### src/rtl/bm_dma_pkg.sv
package bm_dma_pkg;
  localparam int DATA_W     = 32;
  localparam int REG_AW     = 3;
  localparam int DESC_BYTES = 8;
  localparam int SEG_LEN_W  = 17;

  localparam logic [REG_AW-1:0] OFF_CMD  = 3'd0;
  localparam logic [REG_AW-1:0] OFF_STAT = 3'd2;

  localparam int CMD_START = 0;
  localparam int CMD_DIR   = 3;
  localparam int ST_ACTIVE = 0;
  localparam int ST_ERR    = 1;
  localparam int ST_INT    = 2;

  typedef enum logic [1:0] {
    SZ_BYTE = 2'd0,
    SZ_HALF = 2'd1,
    SZ_WORD = 2'd2,
    SZ_WRD2 = 2'd3
  } acc_size_e;

  function automatic logic [DATA_W-1:0] lane_mask(input logic [1:0] sz);
    logic [DATA_W-1:0] m;
    case (acc_size_e'(sz))
      SZ_BYTE: m = DATA_W'(32'h0000_00FF);
      SZ_HALF: m = DATA_W'(32'h0000_FFFF);
      default: m = '1;
    endcase
    return m;
  endfunction
endpackage

### src/rtl/bm_host_if.sv
module bm_host_if
  import bm_dma_pkg::*;
(
  input  logic              clk,
  input  logic              rst_n,
  input  logic              reg_req,
  input  logic              reg_we,
  input  logic [REG_AW-1:0] reg_addr,
  input  logic [1:0]        reg_size,
  input  logic [DATA_W-1:0] cmd_val,
  input  logic [DATA_W-1:0] stat_val,
  input  logic [DATA_W-1:0] base_val,
  output logic              cmd_wr,
  output logic              stat_wr,
  output logic              base_wr,
  output logic [1:0]        base_off,
  output logic [DATA_W-1:0] reg_rdata,
  output logic              reg_rvalid
);
  logic              rd_stb;
  logic              base_sel;
  logic [DATA_W-1:0] rdata_d;

  assign base_sel = reg_addr[REG_AW-1];
  assign base_off = reg_addr[1:0];
  assign cmd_wr   = reg_req && reg_we && (reg_addr == OFF_CMD);
  assign stat_wr  = reg_req && reg_we && (reg_addr == OFF_STAT);
  assign base_wr  = reg_req && reg_we && base_sel;
  assign rd_stb   = reg_req && !reg_we;

  always_comb begin
    rdata_d = '0;
    if (base_sel)
      rdata_d = (base_val >> {base_off, 3'b000}) & lane_mask(reg_size);
    else if (reg_addr == OFF_CMD)
      rdata_d = cmd_val;
    else if (reg_addr == OFF_STAT)
      rdata_d = stat_val;
  end

  always_ff @(posedge clk or negedge rst_n) begin
    if (!rst_n) reg_rvalid <= 1'b0;
    else        reg_rvalid <= rd_stb;
  end

  always_ff @(posedge clk or negedge rst_n) begin
    if (!rst_n)      reg_rdata <= '0;
    else if (rd_stb) reg_rdata <= rdata_d;
  end

  assert_rvalid_follows_read_R10: assert property (@(posedge clk) disable iff (!rst_n)
    reg_rvalid |-> $past(reg_req && !reg_we));
endmodule

### src/rtl/bm_base_reg.sv
module bm_base_reg
  import bm_dma_pkg::*;
(
  input  logic              clk,
  input  logic              rst_n,
  input  logic              wr,
  input  logic [1:0]        off,
  input  logic [1:0]        size,
  input  logic [DATA_W-1:0] wdata,
  output logic [DATA_W-1:0] base_q
);
  localparam logic [DATA_W-1:0] ALIGN_MASK = ~DATA_W'(3);

  logic [DATA_W-1:0] lane_m;
  logic [DATA_W-1:0] lane_d;
  logic [DATA_W-1:0] base_d;

  always_comb begin
    lane_m = lane_mask(size) << {off, 3'b000};
    lane_d = (wdata & lane_mask(size)) << {off, 3'b000};
    base_d = ((base_q & ~lane_m) | (lane_d & lane_m)) & ALIGN_MASK;
  end

  always_ff @(posedge clk or negedge rst_n) begin
    if (!rst_n)  base_q <= '0;
    else if (wr) base_q <= base_d;
  end

  assert_base_untouched_R9: assert property (@(posedge clk) disable iff (!rst_n)
    !wr |=> $stable(base_q));
endmodule

### src/rtl/bm_seg_track.sv
module bm_seg_track
  import bm_dma_pkg::*;
#(
  parameter int AW = DATA_W,
  parameter int LW = SEG_LEN_W
) (
  input  logic              clk,
  input  logic              rst_n,
  input  logic              clr,
  input  logic              load,
  input  logic [AW-1:0]     ld_addr,
  input  logic [DATA_W-1:0] ld_size,
  input  logic              take,
  input  logic [LW-1:0]     take_bytes,
  output logic [AW-1:0]     cur_addr,
  output logic [LW-1:0]     left,
  output logic              last
);
  localparam logic [LW-1:0] FULL_LEN = LW'(1) << (LW - 1);

  logic [LW-1:0] len_dec;
  logic [LW-1:0] take_amt;
  logic [AW-1:0] addr_d;
  logic [LW-1:0] left_d;
  logic          last_d;
  logic          upd_en;

  always_comb begin
    len_dec = {1'b0, ld_size[LW-2:1], 1'b0};
    if (len_dec == '0) len_dec = FULL_LEN;
    take_amt = (take_bytes > left) ? left : take_bytes;
  end

  always_comb begin
    addr_d = cur_addr;
    left_d = left;
    last_d = last;
    if (clr) begin
      addr_d = '0;
      left_d = '0;
      last_d = 1'b0;
    end else if (load) begin
      addr_d = ld_addr;
      left_d = len_dec;
      last_d = ld_size[DATA_W-1];
    end else if (take) begin
      addr_d = cur_addr + AW'(take_amt);
      left_d = left - take_amt;
    end
  end

  assign upd_en = clr || load || take;

  always_ff @(posedge clk or negedge rst_n) begin
    if (!rst_n) begin
      cur_addr <= '0;
      left     <= '0;
      last     <= 1'b0;
    end else if (upd_en) begin
      cur_addr <= addr_d;
      left     <= left_d;
      last     <= last_d;
    end
  end

  assert_seg_load_nonzero_R13: assert property (@(posedge clk) disable iff (!rst_n)
    (load && !clr) |=> (left != '0));
  assert_seg_take_shrinks_R13: assert property (@(posedge clk) disable iff (!rst_n)
    (take && !load && !clr) |=> (left <= $past(left)));
  assert_seg_clear_R13: assert property (@(posedge clk) disable iff (!rst_n)
    clr |=> (left == '0 && !last));
endmodule

### src/rtl/bm_dma_ctrl.sv
module bm_dma_ctrl
  import bm_dma_pkg::*;
(
  input  logic                 clk,
  input  logic                 rst_n,
  input  logic                 reg_req,
  input  logic                 reg_we,
  input  logic [REG_AW-1:0]    reg_addr,
  input  logic [1:0]           reg_size,
  input  logic [DATA_W-1:0]    reg_wdata,
  output logic [DATA_W-1:0]    reg_rdata,
  output logic                 reg_rvalid,
  output logic                 walk_start,
  output logic                 walk_dir,
  output logic [DATA_W-1:0]    walk_tbl_ptr,
  input  logic                 walk_desc_step,
  input  logic                 walk_done,
  input  logic                 walk_underrun,
  input  logic                 seg_load,
  input  logic [DATA_W-1:0]    seg_addr,
  input  logic [DATA_W-1:0]    seg_size,
  input  logic                 seg_take,
  input  logic [SEG_LEN_W-1:0] seg_take_bytes,
  output logic [DATA_W-1:0]    seg_cur_addr,
  output logic [SEG_LEN_W-1:0] seg_left,
  output logic                 seg_last,
  input  logic                 drive_irq,
  output logic                 host_irq
);
  localparam int RST_STAGES = 2;

  logic [RST_STAGES-1:0] rst_sync;
  logic                  rst_int_n;

  always_ff @(posedge clk or negedge rst_n) begin
    if (!rst_n) rst_sync <= '0;
    else        rst_sync <= {rst_sync[RST_STAGES-2:0], 1'b1};
  end
  assign rst_int_n = rst_sync[RST_STAGES-1];

  logic              cmd_wr, stat_wr, base_wr;
  logic [1:0]        base_off;
  logic [DATA_W-1:0] base_q;
  logic [DATA_W-1:0] cmd_val, stat_val;

  logic cmd_start_q, cmd_dir_q;
  logic cmd_start_d, cmd_dir_d;
  logic st_active_q, st_err_q, st_int_q;
  logic st_active_d, st_err_d, st_int_d;
  logic irq_q, host_irq_q, walk_start_q;
  logic [DATA_W-1:0] ptr_q, ptr_d;
  logic ptr_en, st_en;
  logic start_rise, launch, irq_rise;

  bm_host_if u_host_if (
    .clk        (clk),
    .rst_n      (rst_int_n),
    .reg_req    (reg_req),
    .reg_we     (reg_we),
    .reg_addr   (reg_addr),
    .reg_size   (reg_size),
    .cmd_val    (cmd_val),
    .stat_val   (stat_val),
    .base_val   (base_q),
    .cmd_wr     (cmd_wr),
    .stat_wr    (stat_wr),
    .base_wr    (base_wr),
    .base_off   (base_off),
    .reg_rdata  (reg_rdata),
    .reg_rvalid (reg_rvalid)
  );

  bm_base_reg u_base_reg (
    .clk    (clk),
    .rst_n  (rst_int_n),
    .wr     (base_wr),
    .off    (base_off),
    .size   (reg_size),
    .wdata  (reg_wdata),
    .base_q (base_q)
  );

  bm_seg_track #(.AW(DATA_W), .LW(SEG_LEN_W)) u_seg_track (
    .clk        (clk),
    .rst_n      (rst_int_n),
    .clr        (launch),
    .load       (seg_load),
    .ld_addr    (seg_addr),
    .ld_size    (seg_size),
    .take       (seg_take),
    .take_bytes (seg_take_bytes),
    .cur_addr   (seg_cur_addr),
    .left       (seg_left),
    .last       (seg_last)
  );

  // read-back views
  always_comb begin
    cmd_val  = '0;
    stat_val = '0;
    cmd_val[CMD_START]  = cmd_start_q;
    cmd_val[CMD_DIR]    = cmd_dir_q;
    stat_val[ST_ACTIVE] = st_active_q;
    stat_val[ST_ERR]    = st_err_q;
    stat_val[ST_INT]    = st_int_q;
  end

  // next-state logic
  always_comb begin
    start_rise  = cmd_wr && reg_wdata[CMD_START] && !cmd_start_q;
    launch      = start_rise && !st_active_q;
    irq_rise    = drive_irq && !irq_q;
    cmd_start_d = reg_wdata[CMD_START];
    cmd_dir_d   = reg_wdata[CMD_DIR];

    st_active_d = st_active_q;
    if (launch)                          st_active_d = 1'b1;
    else if (walk_done || walk_underrun) st_active_d = 1'b0;

    st_err_d = st_err_q;
    if (stat_wr && reg_wdata[ST_ERR])  st_err_d = 1'b0;
    if (walk_underrun && st_active_q)  st_err_d = 1'b1;

    st_int_d = st_int_q;
    if (stat_wr && reg_wdata[ST_INT])  st_int_d = 1'b0;
    if (irq_rise)                      st_int_d = 1'b1;

    ptr_d = ptr_q;
    if (start_rise)          ptr_d = base_q;
    else if (walk_desc_step) ptr_d = ptr_q + DATA_W'(DESC_BYTES);

    ptr_en = start_rise || walk_desc_step;
    st_en  = launch || walk_done || walk_underrun || stat_wr || irq_rise;
  end

  // registers
  always_ff @(posedge clk or negedge rst_int_n) begin
    if (!rst_int_n) begin
      cmd_start_q <= 1'b0;
      cmd_dir_q   <= 1'b0;
    end else if (cmd_wr) begin
      cmd_start_q <= cmd_start_d;
      cmd_dir_q   <= cmd_dir_d;
    end
  end

  always_ff @(posedge clk or negedge rst_int_n) begin
    if (!rst_int_n) begin
      st_active_q <= 1'b0;
      st_err_q    <= 1'b0;
      st_int_q    <= 1'b0;
    end else if (st_en) begin
      st_active_q <= st_active_d;
      st_err_q    <= st_err_d;
      st_int_q    <= st_int_d;
    end
  end

  always_ff @(posedge clk or negedge rst_int_n) begin
    if (!rst_int_n)  ptr_q <= '0;
    else if (ptr_en) ptr_q <= ptr_d;
  end

  always_ff @(posedge clk or negedge rst_int_n) begin
    if (!rst_int_n) begin
      irq_q        <= 1'b0;
      host_irq_q   <= 1'b0;
      walk_start_q <= 1'b0;
    end else begin
      irq_q        <= drive_irq;
      host_irq_q   <= drive_irq;
      walk_start_q <= launch;
    end
  end

  assign walk_start   = walk_start_q;
  assign walk_dir     = cmd_dir_q;
  assign walk_tbl_ptr = ptr_q;
  assign host_irq     = host_irq_q;

  assert_start_single_R3: assert property (@(posedge clk) disable iff (!rst_int_n)
    walk_start |=> !walk_start);
  assert_start_handoff_R3: assert property (@(posedge clk) disable iff (!rst_int_n)
    walk_start |-> (st_active_q && walk_tbl_ptr == base_q));
  assert_done_clears_R6: assert property (@(posedge clk) disable iff (!rst_int_n)
    (walk_done && st_active_q) |=> !st_active_q);
  assert_underrun_err_R7: assert property (@(posedge clk) disable iff (!rst_int_n)
    (walk_underrun && st_active_q) |=> (st_err_q && !st_active_q));
  assert_irq_latch_R11: assert property (@(posedge clk) disable iff (!rst_int_n)
    $rose(drive_irq) |=> st_int_q);
  assert_irq_forward_R11: assert property (@(posedge clk) disable iff (!rst_int_n)
    1'b1 |=> (host_irq == $past(drive_irq)));
  assert_step_advance_R12: assert property (@(posedge clk) disable iff (!rst_int_n)
    (walk_desc_step && !start_rise) |=> (walk_tbl_ptr == $past(walk_tbl_ptr) + DATA_W'(DESC_BYTES)));
endmodule

### config.mk
export PLATFORM = sky130hd
export DESIGN_NAME = bm_dma_ctrl
export DESIGN_NICKNAME = d
export VERILOG_FILES = /design/src/rtl/bm_dma_pkg.sv /design/src/rtl/bm_host_if.sv /design/src/rtl/bm_base_reg.sv /design/src/rtl/bm_seg_track.sv /design/src/rtl/bm_dma_ctrl.sv
export SDC_FILE = /design/constraint.sdc
export NUM_CORES = 1
export LEC_CHECK = 0
export ABC_AREA = 0
export BUFFER_PORTS_ARGS = -buffer_cell sky130_fd_sc_hd__buf_4
export CORE_ASPECT_RATIO = 1.25
export CORE_MARGIN = 5
export CORE_UTILIZATION = 50
export DETAILED_ROUTE_END_ITERATION = 8
export PLACE_DENSITY = 0.86
export REMOVE_ABC_BUFFERS = 1
export SETUP_SLACK_MARGIN = 0.15
export SLEW_MARGIN = 30
export SYNTH_ARGS = -nofsm -noshare
export SYNTH_HDL_FRONTEND = slang
export SYNTH_SLANG_ARGS = --single-unit
### constraint.sdc
create_clock -name clk -period 9.2 [get_ports clk]
set_input_delay 1.38 -clock clk [delete_from_list [all_inputs] [get_ports clk]]
set_output_delay 1.38 -clock clk [all_outputs]
set_load 0.1 [all_outputs]
==> results of run 1 <==
state kept, by name, summed over array words and instances, names as in the netlist:
register and cells:
cmd_start_q 1, host_irq 1, rst_sync 2, st_active_q 1
st_err_q 1, st_int_q 1, u_base_reg.base_q 30, u_host_if.reg_rdata 32
u_host_if.reg_rvalid 1, u_seg_track.cur_addr 32, u_seg_track.last 1, u_seg_track.left 17
walk_dir 1, walk_start 1, walk_tbl_ptr 30
per-layer routing:
| metal | vias to the layer above | share of wire, % | routed length [um] |
|---|---|---|---|
| met2 | 510 | 50 | 15400 |
| met4 | 0 | 4.2 | 1300 |
| met5 | - | 0 | 0 |
| met3 | 80 | 8.8 | 2730 |
| met1 | 4574 | 37 | 11600 |
| li1 | 4492 | - | - |
cells in the final DEF, fill, tap and decap left out, types with 5 or more instances in the layout:
cell,instances
buf_4,235
dfrtp_1,151
nand2_1,136
o21ai_0,111
a21oi_1,103
nor2_1,88
ha_1,51
inv_1,50
nand3_1,39
xor2_1,35
mux2i_1,31
a21o_1,26
xnor2_1,26
mux2_2,26
a22o_1,26
and3_1,19
a31oi_1,18
clkbuf_16,17
o22ai_1,14
nor3_1,13
nor2b_1,10
a22oi_1,10
nand4_1,9
o21a_1,8
a211oi_1,7
nor4_1,6
o211ai_1,5
nand2b_1,5
o21ai_1,5
worst min path at each step:
stage / slack, ps / depth (start not counted) / endpoint
floorplan: 330 / 0 / rst_sync[1]$_DFF_PN0_
global placement: 310 / 0 / u_seg_track.cur_addr[0]$_DFFE_PN0P_
detailed placement: 310 / 0 / u_seg_track.cur_addr[0]$_DFFE_PN0P_
CTS: 320 / 0 / u_seg_track.cur_addr[3]$_DFFE_PN0P_
global route: 350 / 0 / u_seg_track.cur_addr[0]$_DFFE_PN0P_
finish: 300 / 0 / u_seg_track.cur_addr[0]$_DFFE_PN0P_
per-stage QoR:
step | util, % | hold slack [ps] | instance area, um^2
2_1_floorplan | - | 331 | 9670
3_3_place_gp | 60.5 | 311 | 11800
3_5_place_dp | 60.5 | 313 | 11800
4_1_cts | 63.7 | 323 | 12400
5_1_grt | 63.7 | 353 | 12400
6_report | 63.7 | 304 | 12400
cell families after synthesis:
kind of cell             synth area share [%]
other                                  0.0756
buffers and inverters                    4.57
AND/OR/NAND/NOR                          16.6
flip-flops                               38.3
AO/OA/AOI/OAI                            22.2
adder cells (fa/ha/maj)                  6.83
XOR/XNOR                                 5.38
multiplexers                             6.07
layout make-up:
type / count / area [um^2] / area share [%]
Tap cell: 265 / 332 / 2.67
Clock inverter: 14 / 176 / 1.42
Multi-Input combinational cell: 889 / 5690 / 45.9
Clock buffer: 18 / 439 / 3.54
Timing Repair Buffer: 235 / 1760 / 14.2
Inverter: 52 / 195 / 1.57
Sequential cell: 152 / 3810 / 30.7
cells in the mapped netlist (31+ instances only):
library cell and number:
a21oi_1 103, clkbuf_1 51, dfrtp_1 152, ha_1 51, inv_1 50, mux2i_1 31
nand2_1 136, nand3_1 39, nor2_1 88, o21ai_0 111, xor2_1 35
worst register-to-register path: stages (launching register included):
cell and delay, ps:
dfrtp_1 400, inv_1 90, ha_1 320, a21oi_1 140, a21boi_0 90, o31ai_1 310
a31oi_1 150, o22ai_2 140, buf_4 340, nand2_1 90, o21ai_0 150, ha_1 240
inv_1 60, fa_1 380, nor2b_1 170, o21ai_1 110, a21boi_2 300, o21ai_2 140
a311oi_4 470, nand3_1 190, xor2_1 240, a21oi_2 80
where the power goes:
group | switching [mW] | internal, mW | total (mW)
sequential | 0.172 | 0.814 | 0.986
combinational | 1.87 | 0.881 | 2.75
clock | 0.333 | 0.398 | 0.732
total | 2.37 | 2.09 | 4.47
==> results.md, run 1 <==
- Outcome: complete, no violations
- Vias in the first global route: 9532
- Dpl cells: 1593
- Met1 GRT Util: 32.6%
- Fin Clk Skew: 11.7 ps
- Asr flop ratio synth: 100%
- Post-cts repair resize count: 0
- Clk Latency, worst-skew pair: between 400 and 500 ps
- Crit path max-delay cell type: a311oi_4
- Antenna violations before repair: 0
- Detail Route Antenna Nets: 0
- Row count: 57
- Pleak: just under 6 nW
- DRC: 0
- Critical path class: in2reg
- Post-CTS Setup Bufs: 0
- #FFs+latches synth: approximately 150
- Crit path largest cell delay: around 470 ps
- Reg2Reg Depth: 21
- First-pass GRT wire length: 48900 um
- Die Area: 22800 um^2
- Crit Path Max Fanout: 36
- GRT Total Usage: 26.7%
- Number of diodes: 0
- Critical path origin: seg_take_bytes[3]
- CP bufs+invs: 3
- Clk root buf: clkbuf_16
- Area Overhead vs Synth: 24.9%
- Starting Density: 51.0%
- Final net count: 1528
- Clock buffer count from CTS: 17
- Internal reg-to-reg setup slack: 4460 ps
- Hold Crit Class: reg2async
- Dominant cells by area after synthesis: dfrtp_1, ha_1, o21ai_0
- DP Worst Slack: 3540 ps
- Power Density: between 300 and 400 nW/um^2
- Core area: 19500 um^2
- Final Hold Fails: 0
- Post-synth EDFFs: 0
- TNS Setup: 0 ps
- Die Y: 168 um
- Synth top area share: 38.3%
- Port buffer count: 227
- WP depth: 21
- Initial DRC Count: between 800 and 900
- Sequential-to-total area share from yosys stat: roughly two fifths
- Post-Syn Area: 9930 um^2
- Largest net degree at the start of global routing: 66
- Max Slew Vio Count: 0
- Reg2reg start: u_seg_track.left[3]$_DFFE_PN0P_
- Synth unique cells: 71
- Total power: 4.47 mW
- Die Span X: roughly 140 um
- Top_reg_cell synth: dfrtp_1
- Final GP Congestion: 0.922
- Max Freq: 188 MHz
- H-tree Lvls: 4
- Final WS setup: slightly below 4000 ps
- RSZ-0062 raised after global routing: no
- M2 GR Usage: 44.8%
- # IOs: 246
- Fillers: 1627
- Required @ worst endpoint: 9500 ps
- Worst IR Drop VDD: ~0.00026 V
- HPWL after DPL: about 23000 um
- Synth Area per Inst: 8.59 um^2
- Share of layout cells above drive strength 1: a little under a quarter
- Routed len/inst: 19.1 um
- Reg2reg end: u_seg_track.cur_addr[22]$_DFFE_PN0P_
- Clock-pin transition on the worst setup and hold timing paths: 70 ps
- Setup-failing EPs final: 0
- Met3 Usage GRT: 5.67%
- Crit-path leading delay family: compound AO/OA/AOI/OAI gates
- Grt ovf: 0
- Relative slew slack: a little over two fifths
- CP Capture Type: flop
- Via count: 9656
- Layer with the highest usage: met2
- Cell chain of the critical path: buf_4, ha_1, a21oi_1, a21boi_0, o31ai_1, a31oi_1, o22ai_2, buf_4, nand2_1, o21ai_0, ha_1, inv_1, fa_1, nor2b_1, o21ai_1, a21boi_2, o21ai_2, a311oi_4, nand3_1, xor2_1, a21oi_2
- DR vias/cell: 5.94
- CP endpoint: u_seg_track.cur_addr[22]$_DFFE_PN0P_
- Max-Cap Viols: 0
- Startpoint types: input pin
- Hold_buf cts: 0
- Worst-margin pin slew: 862 ps
- TritonCTS clock tree: built
- Fin cells: about 1600
- CTS Buffer Depth: 2
- Clock sink total: roughly 150
- Synth warn: 0
- Yosys top cell by area: dfrtp_1
- Drt pass-1 iters: 6
- Wirelength, routed: approximately 31000 um
- Mapped Cells: 1156
- Tcrit/Tclk final: 57.8%
- CP arrival: around 5600 ps
- Final min period: 5320 ps
Note: power is estimated with default switching activity, not from simulation.
==> inputs of run 2 (changes only) <==
Settings changed: ABC_AREA 0 to 1, PLACE_DENSITY 0.86 to 0.88.
Clock period 9.2 ns to 4.4 ns, I/O delays scaled along.
==> run 2 against run 1 <==
Register-to-register slack worse by 4000 ps. Via count rose by 16%. Hold slack got worse by 12 ps. Wire length up 14%. Sequential power grew 120%. Largest cell class unchanged. Critical endpoint is now u_seg_track.cur_addr[29]$_DFFE_PN0P_. Critical path type is now reg2reg.
==> results.md, run 2 <==
- Crit path max-delay cell type: dfrtp_1
- Critical path class: reg2reg
- Die Span X: 139 um (+2.3%)
- CP Capture Type: flop
- Drt pass-1 iters: 6 (unchanged)
- Worst IR Drop VDD: 0.000752 V (+190%)
- Setup-failing EPs final: 0 (unchanged)
- Final net count: 1836 (+20%)
- Relative slew slack: 38.5% (-4.0 points)
- Top_reg_cell synth: dfrtp_1
- DRC: 0 (unchanged)
- Mux cell area share after synthesis: 0.600% (-5.5 points)
- Starting Density: 50.4% (-0.56 points)
- Max Slew Vio Count: 0 (unchanged)
- Clock sink total: 152 (unchanged)
- Grt ovf: 0 (unchanged)
- # IOs: 246 (unchanged)
- Startpoint types: flop
- Vias in the first global route: 11100 (+16%)
- Hold Crit Class: reg2async
- Yosys top cell by area: dfrtp_1
- Required @ worst endpoint: 4730 ps (-4770 ps)
- Final Hold Fails: 0 (unchanged)
- Clock buffer count from CTS: 17 (unchanged)
- Sequential-to-total area share from yosys stat: 36.5% (-1.8 points)
- TNS Setup: 0 ps (unchanged)
- CTS Buffer Depth: 2 (unchanged)
- Internal reg-to-reg setup slack: 500 ps (-3960 ps)
- Routed len/inst: 18.3 um (-4.3%)
- Post-Synth Simple-Gate Area: 24.0% (+7.4 points)
- Xor-xnor portion of the synthesized cell area: 4.03% (-1.3 points)
- Power Density: 827 nW/um^2 (+130%)
- Crit path top cell by count: nand2_1
- Synth unique cells: 55 (-23%)
- Max Freq: 256 MHz
- Post-Syn Area: 10400 um^2 (+5.0%)
- Max-Cap Viols: 0 (unchanged)
- CP arrival: 4230 ps (-1390 ps)
- Via count: 11200 (+16%)
- RSZ-0062 raised after global routing: no
- Crit Path Max Fanout: 24 (-33%)
- Dominant cells by area after synthesis: dfrtp_1, nand2_1, o21ai_0
- HPWL after DPL: 27000 um (+18%)
- Worst-margin pin slew: 919 ps (+57.0 ps)
- Clk root buf: clkbuf_16
- Pleak: 6.46 nW (+8.8%)
- Share of layout cells above drive strength 1: 19.5% (-3.8 points)
- Die Area: 23900 um^2 (+4.7%)
- GRT Total Usage: 29.2% (+2.4 points)
- Outcome: complete, no violations
- Final GP Congestion: 1.01 (+9.5%)
- Area Overhead vs Synth: 25.5%
- Post-layout util: 63.3% (-0.42 points)
- Antenna violations before repair: 0 (unchanged)
- Asr flop ratio synth: 100% (unchanged)
- DR vias/cell: 5.78 (-2.7%)
- Post-synth EDFFs: 0 (unchanged)
- Die Y: 171 um (+2.3%)
- Largest regs: u_host_if.reg_rdata: 32 flops, u_seg_track.cur_addr: 32 flops
- Synth top area share: 36.5% (-1.8 points)
- Final min period: between 3000 and 4000 ps
- Largest net degree at the start of global routing: 79 (+20%)
- Fin Clk Skew: 15.0 ps (+3.23 ps)
- Clock-pin transition on the worst setup and hold timing paths: 80 ps (about the same)
- Synth warn: 0 (unchanged)
- H-tree Lvls: 4 (unchanged)
- #FFs+latches synth: 152 (unchanged)
- Port buffer count: 227 (unchanged)
- FF+latch area: 3810 um^2 (unchanged)
- Detail Route Antenna Nets: 0 (unchanged)
- Cell with the most instances after synthesis: nand2_1
- Tcrit/Tclk final: 88.7%
- Wirelength, routed: 35500 um (+14%)
- Initial DRC Count: 979 (+18%)
- Mapped Cells: 1429 (+24%)
- Synth cell count leaders: nand2_1, inv_1, dfrtp_1, o21ai_0, nor2_1
- Cell chain of the critical path: inv_1, ha_1, nand2_1, nor2_2, nand2_1, nor2_1, nand2_1, nand3_1, nand2_1, buf_4, o21ai_0, ha_1, a21oi_1, o21ai_0, a21oi_1, o21ai_2, nand2_1, o21ai_0, xor2_1, nand2_1, nand2_1, nand2_1
- Most common cell after layout, fill and taps aside: nand2_1
- DP Worst Slack: -172 ps (-3720 ps)
- Main combinational cell family by area after synthesis: simple AND/OR/NAND/NOR gates
- Synth Area in Adders: 6.51% (-0.32 points)
- Synth Area per Inst: 7.29 um^2 (-15%)
- Row count: 59 (+3.5%)
- Fillers: 1775 (+9.1%)
- Fin Hold WS: 292 ps (-12.0 ps)
- Most frequent cells in the layout: nand2_1, buf_4, inv_1, dfrtp_1, o21ai_0
- Number of diodes: 0 (unchanged)
- Complex-gate fraction of the synthesized area: 19.9% (-2.3 points)
- TritonCTS clock tree: built
- Final WS setup: 498 ps (-3380 ps)
- Clk Latency, worst-skew pair: 430 ps (about the same)
- Crit path largest cell delay: 430 ps (-40 ps)
- First-pass GRT wire length: 56000 um (+15%)
- Core area: 20700 um^2 (+6.2%)
- Area of the multi-input gates: 5770 um^2 (+1.4%)
-- run 2: cell families (layout without fill, tap and decap cells) --
kind of cell | after synthesis | count (layout)
buffers and inverters | 221 | 459
muxes | 6 | 6
and+or+nand+nor | 595 | 595
xor gates and xnor gates | 48 | 48
AOI/OAI and AO/OA | 352 | 352
DFF | 152 | 152
other | 2 | 3
adders and majority gates | 53 | 53
-- run 2: per-stage QoR --
step                total power, mW  instance area (um^2)  instances
floorplan                      7.32                 10200       1383
global placement               8.99                 12400       1907
detailed placement             9.18                 12500       1908
CTS                            10.7                 13000       1941
global route                   11.5                 13100       1942
finish                         10.8                 13100       1942
-- run 2: cell type report --
class / count / share of cell area [%]
Inverter: 174 / 5.01
Clock buffer: 19 / 3.39
Timing Repair Buffer: 253 / 14.7
Multi-Input combinational cell: 1057 / 44.1
Sequential cell: 152 / 29.1
Clock inverter: 13 / 1.02
Tap cell: 274 / 2.62
-- run 2: metal layers --
metal | vias to the layer above | GRT usage [%] | wire, um
li1 | 5228 | - | -
met1 | 5142 | 32.1 | 12300
met2 | 713 | 52.6 | 17900
met3 | 150 | 5.98 | 3260
met4 | 0 | 16.4 | 2060
met5 | - | 0 | 0
-- run 2: worst max-delay path: cells and delay by family (launching register included) --
kind / cells / cell delay, ps
AOI/OAI and AO/OA: 6 / 1230
xor gates and xnor gates: 1 / 170
adders and majority gates: 2 / 680
buffers and inverters: 2 / 370
DFF: 1 / 430
and+or+nand+nor: 11 / 910
-- run 2: path summary, 6_finish.rpt --
kind	startpoint	end	cells past startpoint
min in group clk	drive_irq	host_irq$_DFF_PN0_	1
worst max register to register	u_seg_track.left[6]$_DFFE_PN0P_	u_seg_track.cur_addr[29]$_DFFE_PN0P_	22
max in group asynchronous	rst_sync[1]$_DFF_PN0_	walk_tbl_ptr[19]$_DFFE_PN0N_	2
worst min-delay path	rst_sync[1]$_DFF_PN0_	u_seg_track.cur_addr[29]$_DFFE_PN0P_	0
worst min register to register	rst_sync[1]$_DFF_PN0_	u_seg_track.cur_addr[29]$_DFFE_PN0P_	0
worst max-delay path	u_seg_track.left[6]$_DFFE_PN0P_	u_seg_track.cur_addr[29]$_DFFE_PN0P_	22
-- run 2: power breakdown --
part           switching [mW]  internal (mW)
Sequential              0.401           1.76
Combinational            5.12           2.05
Clock                   0.670          0.814
Total                    6.19           4.63
-- run 2: what timing repair did --
action,4_1_cts,5_1_grt
hold buffers,1,0
pin swaps,0,1
setup endpoints to repair,1,20
setup buffers,0,0
gates resized for setup,1,11
hold endpoints to repair,2,0
==> inputs of run 3 (changes only) <==
Settings changed: CORE_MARGIN 5 to 4, TNS_END_PERCENT set to 20.
==> run 3 against run 2 <==
Combinational power is 1% higher. Sequential share of layout area shrank 0.19 points. Register-to-register slack got worse by 40 ps. Clock power grew 3%. Final cell count increased by 0.31%. Setup slack worse by 36 ps. Sequential power is essentially flat.
==> results.md, run 3 (synthesized netlist as in run 2, its figures left out) <==
- Combinational Power Share: 66.3% (about the same)
- Crit path top cell by count: nand2_1
- P_int: 4.80 mW (+3.6%)
- Drt pass-1 iters: 5 (-1)
- Share of layout cells above drive strength 1: 19.7% (+0.12 points)
- Cell chain of the critical path: inv_1, ha_1, nand2_1, nor2_1, nand3_1, nor2_1, nand2_1, nand3_1, nand2_1, buf_4, o21ai_0, inv_1, ha_1, a21oi_1, a21boi_0, o21ai_0, xnor2_1, nand2_1, o211ai_1, o21ai_0
- Clock sink total: 152 (unchanged)
- Reg2reg start: u_seg_track.left[14]$_DFFE_PN0P_
- Total power: 11.0 mW (+1.2%)
- Clock Power Share: 13.9% (+0.2 points)
- Port buffer count: 227 (unchanged)
- Crit-path leading delay family: compound AO/OA/AOI/OAI gates
- Row count: 58 (-1.7%)
- Crit Path Max Fanout: 26 (+8.3%)
- Startpoint types: flop
- Hold Crit Class: reg2async
- Seq pwr share: 19.9% (about the same)
- Max-Cap Viols: 0 (unchanged)
- Antenna violations before repair: 0 (unchanged)
- Fin Clk Skew: 12.5 ps (-2.50 ps)
- Outcome: complete, no violations
- Power Density: 832 nW/um^2 (+0.54%)
- Tcrit/Tclk final: 89.5% (+0.82 points)
- Fillers: 1766 (-0.51%)
- Vias in the first global route: 11000 (-0.57%)
- Final Hold Fails: 0 (unchanged)
- Reg2reg end: u_seg_track.left[8]$_DFFE_PN0P_
- Crit path largest cell delay: 370 ps (-60 ps)
- First-pass GRT wire length: 56900 um (+1.7%)
- Die Span X: 137 um (-1.4%)
- Final net count: 1847 (+0.60%)
- Relative slew slack: 41.2% (+2.7 points)
- GRT Total Usage: 31.3% (+2.2 points)
- Pleak: 6.52 nW (+0.82%)
- Final WS setup: 462 ps (-35.9 ps)
- Clk Latency, worst-skew pair: 430 ps (about the same)
- Internal reg-to-reg setup slack: 460 ps (-40 ps)
- DRC: 0 (unchanged)
- # IOs: 246 (unchanged)
- TritonCTS clock tree: built
- CP arrival: 4230 ps (about the same)
- RSZ-0062 raised after global routing: yes
- CP bufs+invs: 3 (+1)
- Initial DRC Count: 1211 (+24%)
- Grt ovf: 0 (unchanged)
- CTS Buffer Depth: 2 (unchanged)
- Largest regs: u_host_if.reg_rdata: 32 flops, u_seg_track.cur_addr: 32 flops
- Wirelength, routed: 36100 um (+1.6%)
- Max Slew Vio Count: 0 (unchanged)
- Reg2Reg Depth: 20 (-9.1%)
- Most common cell after layout, fill and taps aside: nand2_1
- Clock-pin transition on the worst setup and hold timing paths: 70 ps (about the same)
- Required @ worst endpoint: 4690 ps (-40 ps)
- Post-CTS Setup Bufs: 0 (unchanged)
- Most frequent cells in the layout: nand2_1, buf_4, inv_1, dfrtp_1, o21ai_0
- Fin Hold WS: 232 ps (-60.0 ps)
- DP Worst Slack: -33.4 ps (+139 ps)
- Worst-margin pin slew: 878 ps (-40.7 ps)
- Post-layout util: 64.8% (+1.5 points)
- Max Freq: 254 MHz (-0.91%)
- Starting Density: 51.3% (+0.87 points)
- Die Area: 23200 um^2 (-2.6%)
- Detail Route Antenna Nets: 0 (unchanged)
- CP Capture Type: flop
- Core area: 20300 um^2 (-1.7%)
- Die Y: 169 um (-1.2%)
- Largest net degree at the start of global routing: 75 (-5.1%)
- Routed len/inst: 18.5 um (+1.3%)
- Setup-failing EPs final: 0 (unchanged)
- Sw power: 6.16 mW (-0.54%)
- Switch share: 56.2% (-0.99 points)
- Number of diodes: 0 (unchanged)
- Final min period: 3940 ps (+35.9 ps)
- Worst IR Drop VDD: 0.000651 V (-14%)
- Area Overhead vs Synth: 26.3%
- HPWL after DPL: 27600 um (+2.1%)
- Final GP Congestion: 1.00 (-0.88%)
- Crit path max-delay cell type: dfrtp_1
- Via count: 11100 (-1.1%)
- DR vias/cell: 5.70 (-1.4%)
- Critical path class: reg2reg
- H-tree Lvls: 4 (unchanged)
- Clock buffer count from CTS: 17 (unchanged)
- Clk root buf: clkbuf_16
[run 3: changes by cell type in the layout (fill, tap and decap cells not counted), sizes merged]
cell,change
buf,+12
bufinv,+1
clkinv,-1
clkinvlp,+1
inv,-3
[run 3: repair_timing]
action,CTS,global route
hold endpoints to repair,2,0
hold buffers,1,0
resized for setup,0,4
setup endpoints to repair,0,12
[run 3: area by class of cell]
type	instances	area (um^2)	area share [%]
multi-input combinational	1057	5750	43.7
inverter	174	656	4.98
clock buffer	20	457	3.47
clock inverter	11	136	1.04
tap	270	338	2.57
timing repair buffer	264	2020	15.4
sequential	152	3810	28.9
[run 3: worst max-delay path by stage]
stage                                     start                              endpoint  slack, ps  cells past startpoint
2_1_floorplan   u_seg_track.left[1]$_DFFE_PN0P_  u_seg_track.cur_addr[20]$_DFFE_PN0P_       -290                     23
3_3_place_gp                  seg_take_bytes[8]  u_seg_track.cur_addr[22]$_DFFE_PN0P_         70                     23
3_5_place_dp                  seg_take_bytes[8]  u_seg_track.cur_addr[26]$_DFFE_PN0P_        -30                     24
6_report       u_seg_track.left[14]$_DFFE_PN0P_       u_seg_track.left[8]$_DFFE_PN0P_        460                     20
4_1_cts        u_seg_track.left[14]$_DFFE_PN0P_  u_seg_track.cur_addr[26]$_DFFE_PN0P_        230                     21
5_1_grt         u_seg_track.left[5]$_DFFE_PN0P_  u_seg_track.cur_addr[31]$_DFFE_PN0P_         80                     28
[run 3: power by group through the flow]
stage / Clock (mW) / Sequential (mW) / Combinational [mW]
after global routing: 1.59 / 2.22 / 7.85
final: 1.52 / 2.18 / 7.26
after global placement: 0 / 2.17 / 7.02
after CTS: 1.53 / 2.16 / 7.19
after floorplan: 0 / 4.23 / 3.10
after detailed placement: 0 / 2.18 / 7.17
[run 3: routing by layer]
layer / vias up / share of wire (%) / track usage [%]
li1: 5242 / - / -
met2: 632 / 50 / 55.4
met1: 5119 / 36 / 36.5
met4: 0 / 5.1 / 15.9
met3: 116 / 8.6 / 4.72
met5: - / 0 / 0
[run 3: through the flow]
step           area (um^2)  instances  TNS [ps]
3_3_place_gp         12500       1913         0
2_1_floorplan        10200       1383    -24420
6_report             13200       1948         0
5_1_grt              13200       1948         0
3_5_place_dp         12600       1916     -65.5
4_1_cts              13200       1948         0
